### src/rtl/i2c_am_pkg.sv
package i2c_am_pkg;

    typedef enum logic [2:0] {
        ST_IDLE,
        ST_RECV,
        ST_ACK_SETUP,
        ST_ACK_DRIVE,
        ST_STRETCH,
        ST_ATTACHED,
        ST_IGNORE
    } am_state_e;

    // Leading pattern of a 10-bit address header byte
    localparam logic [4:0] TEN_TAG = 5'b11110;

endpackage

### src/rtl/i2c_am_bus_edge.sv
module i2c_am_bus_edge #(
    parameter int SYNC_STAGES = 2
) (
    input  logic clk,
    input  logic rst_n,
    input  logic scl_i,
    input  logic sda_i,
    output logic scl_rise,
    output logic scl_fall,
    output logic start_det,
    output logic stop_det,
    output logic sda_s
);
    logic [SYNC_STAGES-1:0] scl_sync, sda_sync;
    logic scl_s, scl_q, sda_q;

    generate
        if (SYNC_STAGES > 1) begin : g_chain
            always_ff @(posedge clk or negedge rst_n) begin
                if (!rst_n) begin
                    scl_sync <= '1;
                    sda_sync <= '1;
                end else begin
                    scl_sync <= {scl_sync[SYNC_STAGES-2:0], scl_i};
                    sda_sync <= {sda_sync[SYNC_STAGES-2:0], sda_i};
                end
            end
        end else begin : g_single
            always_ff @(posedge clk or negedge rst_n) begin
                if (!rst_n) begin
                    scl_sync <= '1;
                    sda_sync <= '1;
                end else begin
                    scl_sync <= scl_i;
                    sda_sync <= sda_i;
                end
            end
        end
    endgenerate

    assign scl_s = scl_sync[SYNC_STAGES-1];
    assign sda_s = sda_sync[SYNC_STAGES-1];

    always_ff @(posedge clk or negedge rst_n) begin
        if (!rst_n) begin
            scl_q <= 1'b1;
            sda_q <= 1'b1;
        end else begin
            scl_q <= scl_s;
            sda_q <= sda_s;
        end
    end

    assign scl_rise  = scl_s & ~scl_q;
    assign scl_fall  = ~scl_s & scl_q;
    assign start_det = scl_s & scl_q & sda_q & ~sda_s;
    assign stop_det  = scl_s & scl_q & ~sda_q & sda_s;

endmodule

### src/rtl/i2c_am_addr_cmp.sv
module i2c_am_addr_cmp #(
    parameter int BYTE_W = 8
) (
    input  logic [BYTE_W-1:0] rx_byte,
    input  logic [BYTE_W-1:0] own_lo,
    input  logic              ten_bit,
    input  logic              full_mode,
    input  logic [4:0]        coarse,
    input  logic [BYTE_W-1:0] full,
    output logic              hit
);
    logic [BYTE_W-1:0] eff_mask;
    logic [BYTE_W-1:0] bit_ok;

    // Coarse scheme: bits 7:6 exact, 5:2 one control each, bit 1 shared
    // with bit 0 only when ten-bit addressing is active.
    always_comb begin
        if (full_mode) begin
            eff_mask = full;
        end else begin
            eff_mask = '0;
            eff_mask[5:2] = coarse[4:1];
            eff_mask[1]   = coarse[0];
            eff_mask[0]   = ten_bit & coarse[0];
        end
    end

    genvar i;
    generate
        for (i = 0; i < BYTE_W; i++) begin : g_bit
            assign bit_ok[i] = eff_mask[i] | (rx_byte[i] == own_lo[i]);
        end
    endgenerate

    // In 7-bit mode bit 0 carries the direction and is never compared
    assign hit = (&bit_ok[BYTE_W-1:1]) & (bit_ok[0] | ~ten_bit);

endmodule

### src/rtl/i2c_addr_match.sv
module i2c_addr_match #(
    parameter int SYNC_STAGES = 2
) (
    input  logic       clk,
    input  logic       rst_n,
    input  logic       scl_i,
    input  logic       sda_i,
    input  logic [9:0] own_addr,
    input  logic       ten_bit_mode,
    input  logic       full_mask_mode,
    input  logic [4:0] coarse_mask,
    input  logic [7:0] full_mask,
    input  logic       gcall_en,
    input  logic       stretch_en,
    input  logic       stretch_clr,
    output logic       sda_pull,
    output logic       scl_pull,
    output logic       match_irq,
    output logic       gcall_hit,
    output logic       rw_dir
);
    import i2c_am_pkg::*;

    localparam int BYTE_W = 8;
    localparam int CNT_W  = $clog2(BYTE_W);
    localparam logic [CNT_W-1:0] LAST_BIT = CNT_W'(BYTE_W - 1);

    am_state_e state_q, state_d;

    logic scl_rise, scl_fall, start_det, stop_det, sda_s;
    logic [CNT_W-1:0]  bit_cnt_q;
    logic [BYTE_W-1:0] shift_q, rx_byte;
    logic second_q, final_q, irq_q, gc_q, rw_q;
    logic cmp_hit, byte_done, gc_byte, hdr_ok, accept, final_dec;

    i2c_am_bus_edge #(.SYNC_STAGES(SYNC_STAGES)) u_edge (
        .clk(clk), .rst_n(rst_n), .scl_i(scl_i), .sda_i(sda_i),
        .scl_rise(scl_rise), .scl_fall(scl_fall),
        .start_det(start_det), .stop_det(stop_det), .sda_s(sda_s)
    );

    assign rx_byte = {shift_q[BYTE_W-2:0], sda_s};

    i2c_am_addr_cmp #(.BYTE_W(BYTE_W)) u_cmp (
        .rx_byte(rx_byte), .own_lo(own_addr[7:0]), .ten_bit(ten_bit_mode),
        .full_mode(full_mask_mode), .coarse(coarse_mask), .full(full_mask),
        .hit(cmp_hit)
    );

    assign byte_done = (state_q == ST_RECV) && scl_rise && (bit_cnt_q == LAST_BIT);
    assign gc_byte   = !second_q && (rx_byte == '0);
    assign hdr_ok    = (rx_byte[7:3] == TEN_TAG) && (rx_byte[2:1] == own_addr[9:8]);

    // Byte verdict: accept and whether it completes the address
    always_comb begin
        if (second_q) begin
            accept = cmp_hit;      final_dec = 1'b1;
        end else if (gc_byte) begin
            accept = gcall_en;     final_dec = 1'b1;
        end else if (ten_bit_mode) begin
            accept = hdr_ok;       final_dec = 1'b0;
        end else begin
            accept = cmp_hit;      final_dec = 1'b1;
        end
    end

    // Next-state logic
    always_comb begin
        state_d = state_q;
        if (stop_det) begin
            state_d = ST_IDLE;
        end else if (start_det) begin
            state_d = ST_RECV;
        end else begin
            unique case (state_q)
                ST_IDLE:      state_d = ST_IDLE;
                ST_RECV:      if (byte_done) state_d = accept ? ST_ACK_SETUP : ST_IGNORE;
                ST_ACK_SETUP: if (scl_fall) state_d = ST_ACK_DRIVE;
                ST_ACK_DRIVE: if (scl_fall) begin
                                  if (!final_q)        state_d = ST_RECV;
                                  else if (stretch_en) state_d = ST_STRETCH;
                                  else                 state_d = ST_ATTACHED;
                              end
                ST_STRETCH:   if (stretch_clr) state_d = ST_ATTACHED;
                ST_ATTACHED:  state_d = ST_ATTACHED;
                ST_IGNORE:    state_d = ST_IGNORE;
                default:      state_d = ST_IDLE;
            endcase
        end
    end

    // State register
    always_ff @(posedge clk or negedge rst_n) begin
        if (!rst_n) state_q <= ST_IDLE;
        else        state_q <= state_d;
    end

    // Datapath registers
    always_ff @(posedge clk or negedge rst_n) begin
        if (!rst_n) begin
            bit_cnt_q <= '0;
            shift_q   <= '0;
            second_q  <= 1'b0;
            final_q   <= 1'b0;
            irq_q     <= 1'b0;
            gc_q      <= 1'b0;
            rw_q      <= 1'b0;
        end else begin
            irq_q <= byte_done && accept && final_dec && !start_det && !stop_det;
            if (start_det || stop_det) begin
                bit_cnt_q <= '0;
                second_q  <= 1'b0;
                final_q   <= 1'b0;
                gc_q      <= 1'b0;
            end else begin
                if (state_q == ST_RECV && scl_rise) begin
                    shift_q   <= rx_byte;
                    bit_cnt_q <= bit_cnt_q + 1'b1;
                end
                if (byte_done) begin
                    final_q <= final_dec;
                    if (!second_q) rw_q <= rx_byte[0];
                    if (accept && final_dec && gc_byte) gc_q <= 1'b1;
                end
                if (state_q == ST_ACK_DRIVE && scl_fall && !final_q) second_q <= 1'b1;
            end
        end
    end

    // Outputs decoded from state
    always_comb begin
        sda_pull = 1'b0;
        scl_pull = 1'b0;
        unique case (state_q)
            ST_ACK_DRIVE: sda_pull = 1'b1;
            ST_STRETCH:   scl_pull = 1'b1;
            default:      ;
        endcase
    end

    assign match_irq = irq_q;
    assign gcall_hit = gc_q;
    assign rw_dir    = rw_q;

    // Assertions
    assert_irq_pulse_R12: assert property (@(posedge clk) disable iff (!rst_n)
        match_irq |=> !match_irq);

    assert_gcall_gated_R2: assert property (@(posedge clk) disable iff (!rst_n)
        $rose(gcall_hit) |-> $past(gcall_en));

    assert_stretch_only_enabled_R9: assert property (@(posedge clk) disable iff (!rst_n)
        $rose(scl_pull) |-> $past(stretch_en));

    assert_stretch_release_R10: assert property (@(posedge clk) disable iff (!rst_n)
        (scl_pull && stretch_clr) |=> !scl_pull);

    assert_stop_abort_R8: assert property (@(posedge clk) disable iff (!rst_n)
        stop_det |=> (!sda_pull && !scl_pull));

endmodule

### config.mk
export PLATFORM = sky130hd
export DESIGN_NAME = i2c_addr_match
export DESIGN_NICKNAME = d
export VERILOG_FILES = /design/src/rtl/i2c_am_pkg.sv /design/src/rtl/i2c_am_bus_edge.sv /design/src/rtl/i2c_am_addr_cmp.sv /design/src/rtl/i2c_addr_match.sv
export SDC_FILE = /design/constraint.sdc
export NUM_CORES = 1
export LEC_CHECK = 0
export BUFFER_PORTS_ARGS = -buffer_cell sky130_fd_sc_hd__buf_2
export CAP_MARGIN = 20
export CORE_MARGIN = 2
export CORE_UTILIZATION = 50
export DETAILED_ROUTE_END_ITERATION = 10
export PLACE_DENSITY = 0.84
export SETUP_SLACK_MARGIN = 0.3
export SLEW_MARGIN = 20
export SYNTH_ARGS = -nofsm -noshare
export SYNTH_HDL_FRONTEND = slang
export SYNTH_SLANG_ARGS = --single-unit
### constraint.sdc
create_clock -name clk -period 3.89 [get_ports clk]
set_input_delay 0.389 -clock clk [delete_from_list [all_inputs] [get_ports clk]]
set_output_delay 0.389 -clock clk [all_outputs]
set_load 0.01 [all_outputs]
### Yosys cells after proc, flatten, opt, wreduce, memory -nomap -nowiden

Index checks and enable logic that the tools add are counted.
Widths: inputs -> output; s select.

* flip-flop bits (word level): 24
* bits of input ports: 32
* output and inout port bits: 5

* $add $sub $neg: 1
* equality and inequality tests: 21
* muxes and demuxes: 28
* bitwise operators: 25
* reductions and logical operators: 27

Operators with widths (number)
* $mux 3: 10
* $pmux 3 s6: 1
* $mux 1: 16
* $ne 4x4->1 const B: 4
* $eq 3x3->1 const B: 4
* $logic_and 1x1->1: 12
* $and 1x1->1: 9
* $or 1x1->1: 9
* $eq 1x1->1: 8
* $logic_not 8->1: 1
* $mux 8: 1
* $reduce_bool 2->1: 4
* $not 1->1: 7
* $reduce_and 7->1: 1
* $eq 3x2->1 const B: 2
* $eq 5x5->1 const B: 1
* $logic_not 1->1: 4
* $reduce_and 2->1: 2
* $reduce_and 4->1: 1
* $add 3x1->3 const B: 1
* $eq 3x1->1 const B: 1
* $reduce_and 3->1: 1
* $eq 2x2->1: 1
* $logic_or 1x1->1: 1

### Depth between registers and ports, before layout

Gate-level depths: netlist (run 1).

* word-level depth: 13
* mapped depth: 6
* depth with buffers taken out: 6

### Modules after synthesis

A second synthesis (run 1) with hierarchy kept.

* cells, all modules: 115
* area total of the unflattened synthesis: 1297.5 µm²

Modules (own cells, without submodules)
* i2c_addr_match: times used 1, cells an instance 82, area each 913.4 µm², sequential area each 450.4 µm²
* i2c_am_addr_cmp: times used 1, cells an instance 23, area each 193.9 µm², sequential area each 0.0 µm²
* i2c_am_bus_edge: times used 1, cells an instance 10, area each 190.2 µm², sequential area each 157.7 µm²

### Worst setup path before layout (run 1)

No wires, ideal clock.

* path kind: register -> register
* start: reg u_edge.scl_sync[1]
* end: reg bit_cnt_q[1]
* setup time: 121 ps
* arrival: 1340 ps
* slack: 2429 ps
* cell stages (with the launch flop): 6
* buffers on the path: 1
* path through: dfstp_2 -> clkbuf_2 -> nand2_1 -> nor2_1 -> nor2_1 -> a22o_1

* cells in the longest elaborated chain, start to end: 5
* elaborated cells between the ends (all ways): 10

Ends and longest elaborated chain
* start, declared: line i2c_am_bus_edge.sv:14 `logic [SYNC_STAGES-1:0] scl_sync, sda_sync;`
* start signal, assigned: line i2c_am_bus_edge.sv:24 `scl_sync <= {scl_sync[SYNC_STAGES-2:0], scl_i};`
* $and 1x1->1: line i2c_am_bus_edge.sv:56, i2c_am_bus_edge.sv:57
* $and 1x1->1 (on tied branches) (2 in series): line i2c_am_bus_edge.sv:56, i2c_am_bus_edge.sv:57
* $logic_or 1x1->1: line i2c_addr_match.sv:110 `if (start_det || stop_det) begin`
* $mux 3 or $reduce_bool 2->1 (tied branches)
* end signal, assigned: line i2c_addr_match.sv:118 `bit_cnt_q <= bit_cnt_q + 1'b1;`
* end, declared: line i2c_addr_match.sv:31 `logic [CNT_W-1:0] bit_cnt_q;`

Several ways; a longest one is shown, not always the timed one.
A chain may end at the register's enable or synchronous reset.

### Final worst setup path (run 1)

* start: reg state_q[1]
* end: out sda_pull

* cells in the longest elaborated chain, start to end: 2

Ends and longest elaborated chain
* start, declared: line i2c_addr_match.sv:28 `am_state_e state_q, state_d;`
* start signal, assigned: line i2c_addr_match.sv:95 `else state_q <= state_d;`
* $eq 3x2->1: line i2c_addr_match.sv:134 `unique case (state_q)`
* $mux 1: line i2c_addr_match.sv:134
* end, declared: line i2c_addr_match.sv:16 `output logic sda_pull,`

No other way between the ends.

==> flow_metrics.tcl, run 1 <==
set metrics [dict create \
    ys_ff_latch 24 \
    initial_core_util 0.530 \
    rsz0062_at_grt "no" \
    gp_congestion 0.811 \
    post-route-min-period_ns 1.66 \
    cts.clk_slew.worst_paths_ns 0.14 \
    ctsHoldBuffers 0 \
    root_buffer "clkbuf_4" \
    p_per_area_nw_per_um2 546 \
    maxSlewHeadroom 0.648 \
    io_pins 37 \
    ant_nets 0 \
    antenna_cells 0 \
    die_y_um 55.5 \
    cts.htree.levels 1 \
    first_pass_iters 4 \
    initialDrtViolationCount 48 \
    maxCapViolCount 0 \
    clock_path_buffers 2 \
    p_leak_nw 0.742 \
    syn-num-nets 157 \
    skew_ns 0.0141 \
    via_count 1084 \
    p_switching_mw 0.282 \
    postCtsSetupBuffers 0 \
    grt_max_degree 25 \
    die_w_um 55.5 \
    cp-end-kind "primary output" \
    grt_remaining_overflow 0 \
    n_fill_cell 199 \
    ir_worst_vdd_mv 0.293 \
    area_delta_synth_final_pct 17.8 \
    grt_pass1_vias 1088 \
    period_share 0.426 \
    syn_inst 123 \
    drv_slew 0 \
    swShare 0.330 \
    grt_usage 0.191 \
    setup_viol_count_final 0 \
    required_ns 3.50 \
    grt_pass1_wl_um 4790 \
    cts_tree "done" \
    coreArea_um2 2500 \
    path_max_fanout 7 \
    clkPwrFrac 0.211 \
    tightest_slew_ns 0.526 \
    drive_above_1_share 0.384 \
    synth-edff-count 0 \
    fin_nets 194 \
    wirelength_um 2750 \
    cp.arrival_ns 1.27 \
    hold_viol_final 0 \
    cts-resized-gates 0 \
    antenna_found_initial 0 \
    p_int_mw 0.571 \
    cts_made_buffers 3 \
    pwr-share-seq 0.475 \
    wl_per_cell_um 14.6 \
    fin_cells 189 \
    yosys_warnings 0 \
    min_path_type "primary input to asynchronous set/reset pin" \
    clkSinkCount 24 \
    dp.cells 185 \
    path_class "flop to primary output" \
    ys_seq_area_frac 0.459 \
    max_freq_ghz 0.604 \
    p_comb_frac 0.314 \
    dp_hpwl_um 2140 \
    start_kind "flop" \
    rows 18 \
    status "complete, no violations" \
    worstSkewPairLatency_ns 0.32 \
    drc_errors 0 \
    async_flop_share 1.00 \
    dieArea_um2 3080 \
    tns_ns 0 \
    syn-cell-area_um2 1330 \
    viasPerCell 5.74 \
    port_buffers 36 \
    synth-main-ff-cell "dfrtp_1" \
    synth.avg_cell_area_um2 10.8 \
    ys_types 40 \
]
area by class of cell:
| type | count | area, um^2 | area share |
|---|---|---|---|
| Multi-Input combinational cell | 93 | 674 | 0.432 |
| Sequential cell | 24 | 608 | 0.390 |
| Timing Repair Buffer | 36 | 180 | 0.115 |
| Inverter | 2 | 7.51 | 0.00481 |
| Clock buffer | 3 | 22.5 | 0.0144 |
| Tap cell | 30 | 37.5 | 0.0241 |
| Clock inverter | 1 | 30.0 | 0.0192 |
metal layers:
| layer | vias to the layer above | global-route usage | wire length [um] |
|---|---|---|---|
| met1 | 538 | 0.244 | 1220 |
| met3 | 6 | 0.0328 | 87 |
| met4 | 0 | 0.0732 | 64 |
| met5 | - | 0 | 0 |
| met2 | 24 | 0.323 | 1380 |
| li1 | 516 | - | - |
Yosys cell counts, types with 3 or more instances:
cell type	count	area [um^2]
dfstp_2	6	158
xnor2_1	7	61.3
mux2_2	10	113
nand3_1	4	20.0
a21oi_1	10	50.1
xor2_1	4	35.0
nor2_1	11	41.3
nor4_1	3	18.8
dfrtp_1	18	450
nand2_1	11	41.3
metrics by stage:
stage               area (um^2)  hold slack [ns]  total power, mW  worst slack (ns)  utilization
detailed placement         1510            0.347            0.674              2.28        0.603
floorplan                  1330           0.0934            0.598              2.43            -
global route               1560           0.0472            0.905              2.11        0.624
CTS                        1560           0.0362            0.852              2.24        0.624
finish                     1560           0.0182            0.852              2.23        0.624
global placement           1510            0.345            0.660              2.31        0.603
flip-flops by register name, indices dropped and copies added (netlist names), 2 cells and up:
register,cells
shift_q,7
bit_cnt_q,3
state_q,3
u_edge.scl_sync,2
u_edge.sda_sync,2
power by group through the flow:
| stage | Sequential [mW] | Combinational [mW] | Clock (mW) |
|---|---|---|---|
| floorplan | 0.384 | 0.214 | 0 |
| global placement | 0.403 | 0.256 | 0 |
| CTS | 0.402 | 0.268 | 0.183 |
| finish | 0.404 | 0.268 | 0.180 |
| global route | 0.415 | 0.294 | 0.196 |
| detailed placement | 0.407 | 0.266 | 0 |
critical path, cell delays in order, from the launching register on:
cell and delay [ns]:
dfrtp_1 0.49, nand2_1 0.11, nor2_1 0.18, buf_2 0.17
cells by family (layout without fill, tap and decap cells):
logic type / Yosys count / after routing / share of synthesized area
xor+xnor: 11 / 11 / 0.0727
flops: 24 / 24 / 0.459
compound gates: 25 / 25 / 0.131
mux: 12 / 12 / 0.100
simple gates: 43 / 43 / 0.186
buf+inv: 6 / 42 / 0.0321
fa+ha+maj: 2 / 2 / 0.0189
cell usage in the layout (no fill, tap or decap), drive strengths merged, types with 3 or more instances in the layout:
cell,count
nor4,3
dfrtp,18
xor2,4
nand2,11
nand2b,3
mux2,10
a21oi,10
xnor2,7
dfstp,6
buf,36
nor2,11
clkbuf,3
nand3,4
worst paths after layout:
kind	from	end	slack [ns]	cells past startpoint
setup reg to reg	u_edge.scl_sync[1]	bit_cnt_q[2]	2.25	4
max in group asynchronous	rst_n	u_edge.sda_sync[0]	3.51	1
hold reg to reg	u_edge.sda_sync[0]	u_edge.sda_sync[1]	0.37	0
hold / removal	rst_n	state_q[0]	0.02	1
min in group clk	scl_i	u_edge.scl_sync[0]	0.15	1
setup / recovery	state_q[1]	sda_pull	2.23	3
No activity file was read; power rests on OpenSTA's default activity.
==> inputs of run 2 (changes only) <==
Settings changed: CORE_UTILIZATION 50 to 46, PLACE_DENSITY 0.84 to 0.82.
Clock period 3.89 ns to 1.4 ns, I/O delays scaled along.
==> flow_metrics.tcl, run 2 (synthesis gave the netlist of run 1 again) <==
set metrics [dict create \
    status "finished with violations" \
    violations "setup timing" \
    coreArea_um2 2760 \
    hold_viol_final 0 \
    max_freq_ghz 0.615 \
    dpl_cell_area_um2 1670 \
    cp.arrival_ns 1.87 \
    ir_worst_vdd_mv 1.30 \
    cp-end-kind "flop" \
    multiInputGateArea_um2 860 \
    dieArea_um2 3330 \
    initialDrtViolationCount 34 \
    required_ns 1.65 \
    fin_cells 222 \
    p_per_area_nw_per_um2 1520 \
    cts.htree.levels 1 \
    start_kind "flop" \
    seqCellArea_um2 616 \
    hold_path_startpoint "gcall_en" \
    post-place-ws_ns -0.121 \
    max_stage_delay_ns 0.64 \
    wirelength_um 4110 \
    stdcell_area_um2 2040 \
    r2r-start "u_edge.scl_q" \
    timing.hold.ws_ns 0.143 \
    crit_slowest_cell "dfstp_2" \
    viasPerCell 5.68 \
    grt_usage 0.227 \
    dp.cells 200 \
    r2r_end "state_q[0]" \
    period_share 1.16 \
    drv_slew 0 \
    ff2ff_path_depth 5 \
    die_w_um 57.7 \
    worst_hold_path.num_cells 3 \
    antenna_cells 0 \
    wl_per_cell_um 18.5 \
    antenna_found_initial 0 \
    post-route-min-period_ns 1.63 \
    hold_path_end "match_irq" \
    clock_path_buffers 2 \
    fin_nets 226 \
    grt_remaining_overflow 0 \
    n_fill_cell 182 \
    cts_tree "done" \
    top_register "shift_q" \
    final_cell_mix "buf_2, buf_4, dfrtp_1, nand2_1, buf_6" \
    drc_errors 0 \
    cts.clk_slew.worst_paths_ns 0.15 \
    gp_congestion 0.799 \
    maxCapViolCount 0 \
    worstSkewPairLatency_ns 0.33 \
    initial_core_util 0.480 \
    p_total_mw 3.09 \
    min_path_type "primary input to flop" \
    p_leak_nw 0.936 \
    r2r_setup_slack_ns -0.23 \
    cp_cell_sequence "nor4b_4 > buf_4 > and3_4 > o31a_1 > o32ai_2" \
    mostFrequentLayoutCell "buf_2" \
    io_pins 37 \
    tightest_slew_ns 0.537 \
    rows 19 \
    port_buffers 36 \
    die_y_um 57.7 \
    reg_top3 "shift_q (7), bit_cnt_q (3), state_q (3)" \
    path_class "flop to flop" \
    skew_ns 0.0116 \
    area_delta_synth_final_pct 53.7 \
    grt_max_degree 25 \
    maxSlewHeadroom 0.642 \
    dp_hpwl_um 2610 \
    cts_made_buffers 3 \
    path_max_fanout 5 \
    first_pass_iters 4 \
    grt_pass1_vias 1300 \
    fin_ws_ns -0.226 \
    rsz0062_at_grt "yes" \
    largest_register_ffs 7 \
    ant_nets 0 \
    drive_above_1_share 0.628 \
    setup_viol_count_final 16 \
    clkSinkCount 24 \
    via_count 1262 \
    root_buffer "clkbuf_4" \
    grt_pass1_wl_um 5810 \
]
## run 2: changes by cell type in the layout (fill, tap and decap cells not counted), sizes merged
cell	change
buf	+29
dlygate4sd3	+3
## run 2: metrics by stage
stage	util	TNS, ns
floorplan	-	-0.0543
global placement	0.605	-0.553
detailed placement	0.605	-0.906
CTS	0.665	-0.788
global route	0.739	-3.00
finish	0.739	-2.18
## run 2: worst max-delay path by stage
stage / depth (start not counted) / to / slack (ns) / from
floorplan: 4 / shift_q[2] / -0.02 / state_q[2]
global placement: 3 / shift_q[2] / -0.09 / state_q[2]
detailed placement: 5 / state_q[0] / -0.12 / bit_cnt_q[1]
CTS: 5 / state_q[0] / -0.14 / bit_cnt_q[0]
global route: 5 / state_q[0] / -0.27 / u_edge.scl_q
finish: 5 / state_q[0] / -0.23 / u_edge.scl_q
## run 2: layout make-up
cell class	instances	area share
Clock buffer	3	0.0111
Clock inverter	1	0.0147
Multi-Input combinational cell	93	0.422
Tap cell	31	0.0190
Inverter	2	0.00369
Timing Repair Buffer	68	0.227
Sequential cell	24	0.302
## run 2: where the power goes
group          leakage [nW]  switching (mW)  internal [mW]
Combinational         0.617           0.627          0.804
Sequential            0.291           0.252          0.891
Clock                0.0279           0.228          0.290
## run 2: per-layer routing
layer | GRT usage | up-vias | routed length (um)
met5 | 0 | - | 0
met4 | 0.0731 | 0 | 99
met3 | 0.0625 | 10 | 181
met2 | 0.407 | 46 | 2240
met1 | 0.261 | 632 | 1590
li1 | - | 574 | -
## run 2: critical path, delay by kind of cell, from the launching register on
family          cells  cell delay (ns)
simple gates        2             0.27
flops               1             0.64
compound gates      2             0.50
buf+inv             1             0.14
## run 2: repair_timing
action | in CTS | in global routing
hold buffers | 3 | 0
hold endpoints to repair | 20 | 0
gates resized for setup | 12 | 30
setup endpoints to repair | 20 | 20
pin swaps | 9 | 16
buffers inserted | 5 | 10
==> inputs of run 3 (changes only) <==
--- a/config.mk
+++ b/config.mk
@@ -9,2 +9,3 @@
 export CAP_MARGIN = 20
+export CORE_ASPECT_RATIO = 0.7
 export CORE_MARGIN = 2
@@ -13,3 +14,2 @@
 export PLACE_DENSITY = 0.82
-export SETUP_SLACK_MARGIN = 0.3
 export SLEW_MARGIN = 20
==> constraint.sdc (replaced) <==
create_clock -name clk -period 1.4 [get_ports clk]
set_input_delay 0.28 -clock clk [delete_from_list [all_inputs] [get_ports clk]]
set_output_delay 0.28 -clock clk [all_outputs]
set_load 0.01 [all_outputs]
==> flow_metrics.tcl, run 3 (synthesis gave the netlist of run 1 again) <==
set metrics [dict create \
    rows 16 \
    ant_nets 0 \
    antenna_found_initial 0 \
    fin_ws_ns -0.161 \
    multiInputGateArea_um2 802 \
    reg_top3 "shift_q (7), bit_cnt_q (3), state_q (3)" \
    worstSkewPairLatency_ns 0.27 \
    grt_pass1_wl_um 6140 \
    die_w_um 68.2 \
    path_max_fanout 4 \
    grt_usage 0.245 \
    via_count 1246 \
    maxCapViolCount 0 \
    largest_register_ffs 7 \
    drc_errors 0 \
    drive_above_1_share 0.606 \
    cts_made_buffers 3 \
    io_pins 37 \
    r2r_end "state_q[2]" \
    p_leak_nw 0.925 \
    area_delta_synth_final_pct 47.5 \
    min_path_type "primary input to flop" \
    start_kind "flop" \
    clock_path_buffers 2 \
    cts_tree "done" \
    required_ns 1.56 \
    cp.arrival_ns 1.72 \
    clkPwrFrac 0.192 \
    cp-end-kind "flop" \
    initialDrtViolationCount 57 \
    coreArea_um2 2760 \
    ff2ff_path_depth 6 \
    fin_nets 223 \
    top_register "shift_q" \
    setup_viol_count_final 17 \
    clkSinkCount 24 \
    wirelength_um 3850 \
    root_buffer "clkbuf_8" \
    p_comb_frac 0.453 \
    grt_remaining_overflow 0 \
    pwr-share-seq 0.355 \
    cts.htree.levels 1 \
    p_switching_mw 1.05 \
    die_y_um 48.9 \
    dp_hpwl_um 2710 \
    antenna_cells 0 \
    p_per_area_nw_per_um2 1600 \
    tightest_slew_ns 0.530 \
    r2r-start "shift_q[0]" \
    first_pass_iters 4 \
    initial_core_util 0.480 \
    seqCellArea_um2 614 \
    gp_congestion 0.838 \
    r2r_setup_slack_ns -0.16 \
    period_share 1.11 \
    grt_max_degree 25 \
    dpl_cell_area_um2 1680 \
    cts.clk_slew.worst_paths_ns 0.09 \
    p_int_mw 2.06 \
    violations "setup timing" \
    worstSetupEndpoint "state_q[2]" \
    dieArea_um2 3330 \
    rsz0062_at_grt "yes" \
    viasPerCell 5.56 \
    max_freq_ghz 0.641 \
    critical_path.startpoint "shift_q[0]" \
    stdcell_area_um2 1950 \
    ir_worst_vdd_mv 0.882 \
    wl_per_cell_um 17.2 \
    final_cell_mix "buf_2, buf_4, dfrtp_1, nand2_1" \
    hold_viol_final 0 \
    maxSlewHeadroom 0.646 \
    port_buffers 36 \
    dp.cells 211 \
    skew_ns 0.00735 \
    swShare 0.338 \
    grt_pass1_vias 1329 \
    mostFrequentLayoutCell "buf_2" \
    drv_slew 0 \
    n_fill_cell 190 \
    path_class "flop to flop" \
    fin_cells 224 \
    status "finished with violations" \
    post-route-min-period_ns 1.56 \
]
[run 3: cell types whose count changed in the layout (fill, tap and decap cells not counted), sizes merged]
cell         change
buf              -1
dlygate4sd3      -2
[run 3: worst min-delay path by stage]
| stage | start | end | slack, ns | cells past startpoint |
|---|---|---|---|---|
| after floorplan | rst_n | bit_cnt_q[0] | -0.02 | 0 |
| after global placement | rst_n | state_q[1] | 0.27 | 1 |
| after detailed placement | rst_n | state_q[0] | 0.28 | 1 |
| after CTS | sda_i | u_edge.sda_sync[0] | 0.10 | 1 |
| after global routing | sda_i | u_edge.sda_sync[0] | 0.09 | 1 |
| final | sda_i | u_edge.sda_sync[0] | 0.11 | 1 |
[run 3: critical path, stage by stage, from the launching register on]
cell and delay, ns:
dfrtp_2 0.46, xnor2_2 0.17, nand2_1 0.14, nor4_4 0.27, buf_4 0.18, a21oi_4 0.04
a31o_1 0.21
[run 3: layer usage]
metal | wire [um] | GRT usage | vias up
met5 | 0 | 0 | -
met4 | 139 | 0.0767 | 0
met3 | 162 | 0.0554 | 12
met2 | 2100 | 0.427 | 40
met1 | 1440 | 0.294 | 623
li1 | - | - | 571
[run 3: through the flow]
stage               worst slack (ns)  setup TNS, ns  power (mW)  hold WS [ns]  utilization
floorplan                    -0.0589        -0.0791        1.68       -0.0156            -
global placement              -0.170         -0.833        2.06         0.273        0.607
detailed placement            -0.221          -1.32        2.14         0.282        0.607
CTS                           -0.112          -1.07        2.90         0.101        0.668
global route                  -0.205          -2.63        3.31        0.0916        0.707
finish                        -0.161          -1.69        3.12         0.110        0.707
[run 3: what timing repair did]
| action | in CTS | in global routing |
|---|---|---|
| hold endpoints to repair | 18 | 0 |
| hold buffers | 1 | 0 |
| pin swaps | 10 | 11 |
| setup endpoints to repair | 18 | 18 |
| resized for setup | 16 | 18 |
| setup buffers | 4 | 4 |
[run 3: power by group through the flow]
stage | clock, mW | combinational [mW] | sequential (mW)
after floorplan | 0 | 0.615 | 1.07
after global placement | 0 | 1.00 | 1.06
after detailed placement | 0 | 1.06 | 1.07
after CTS | 0.613 | 1.22 | 1.07
after global routing | 0.655 | 1.52 | 1.13
final | 0.598 | 1.41 | 1.11
[run 3: area by class of cell]
type                            instances  area share
Clock buffer                            3      0.0211
Clock inverter                          1      0.0154
Inverter                                2     0.00384
Multi-Input combinational cell         93       0.410
Sequential cell                        24       0.314
Tap cell                               36      0.0230
Timing Repair Buffer                   65       0.212
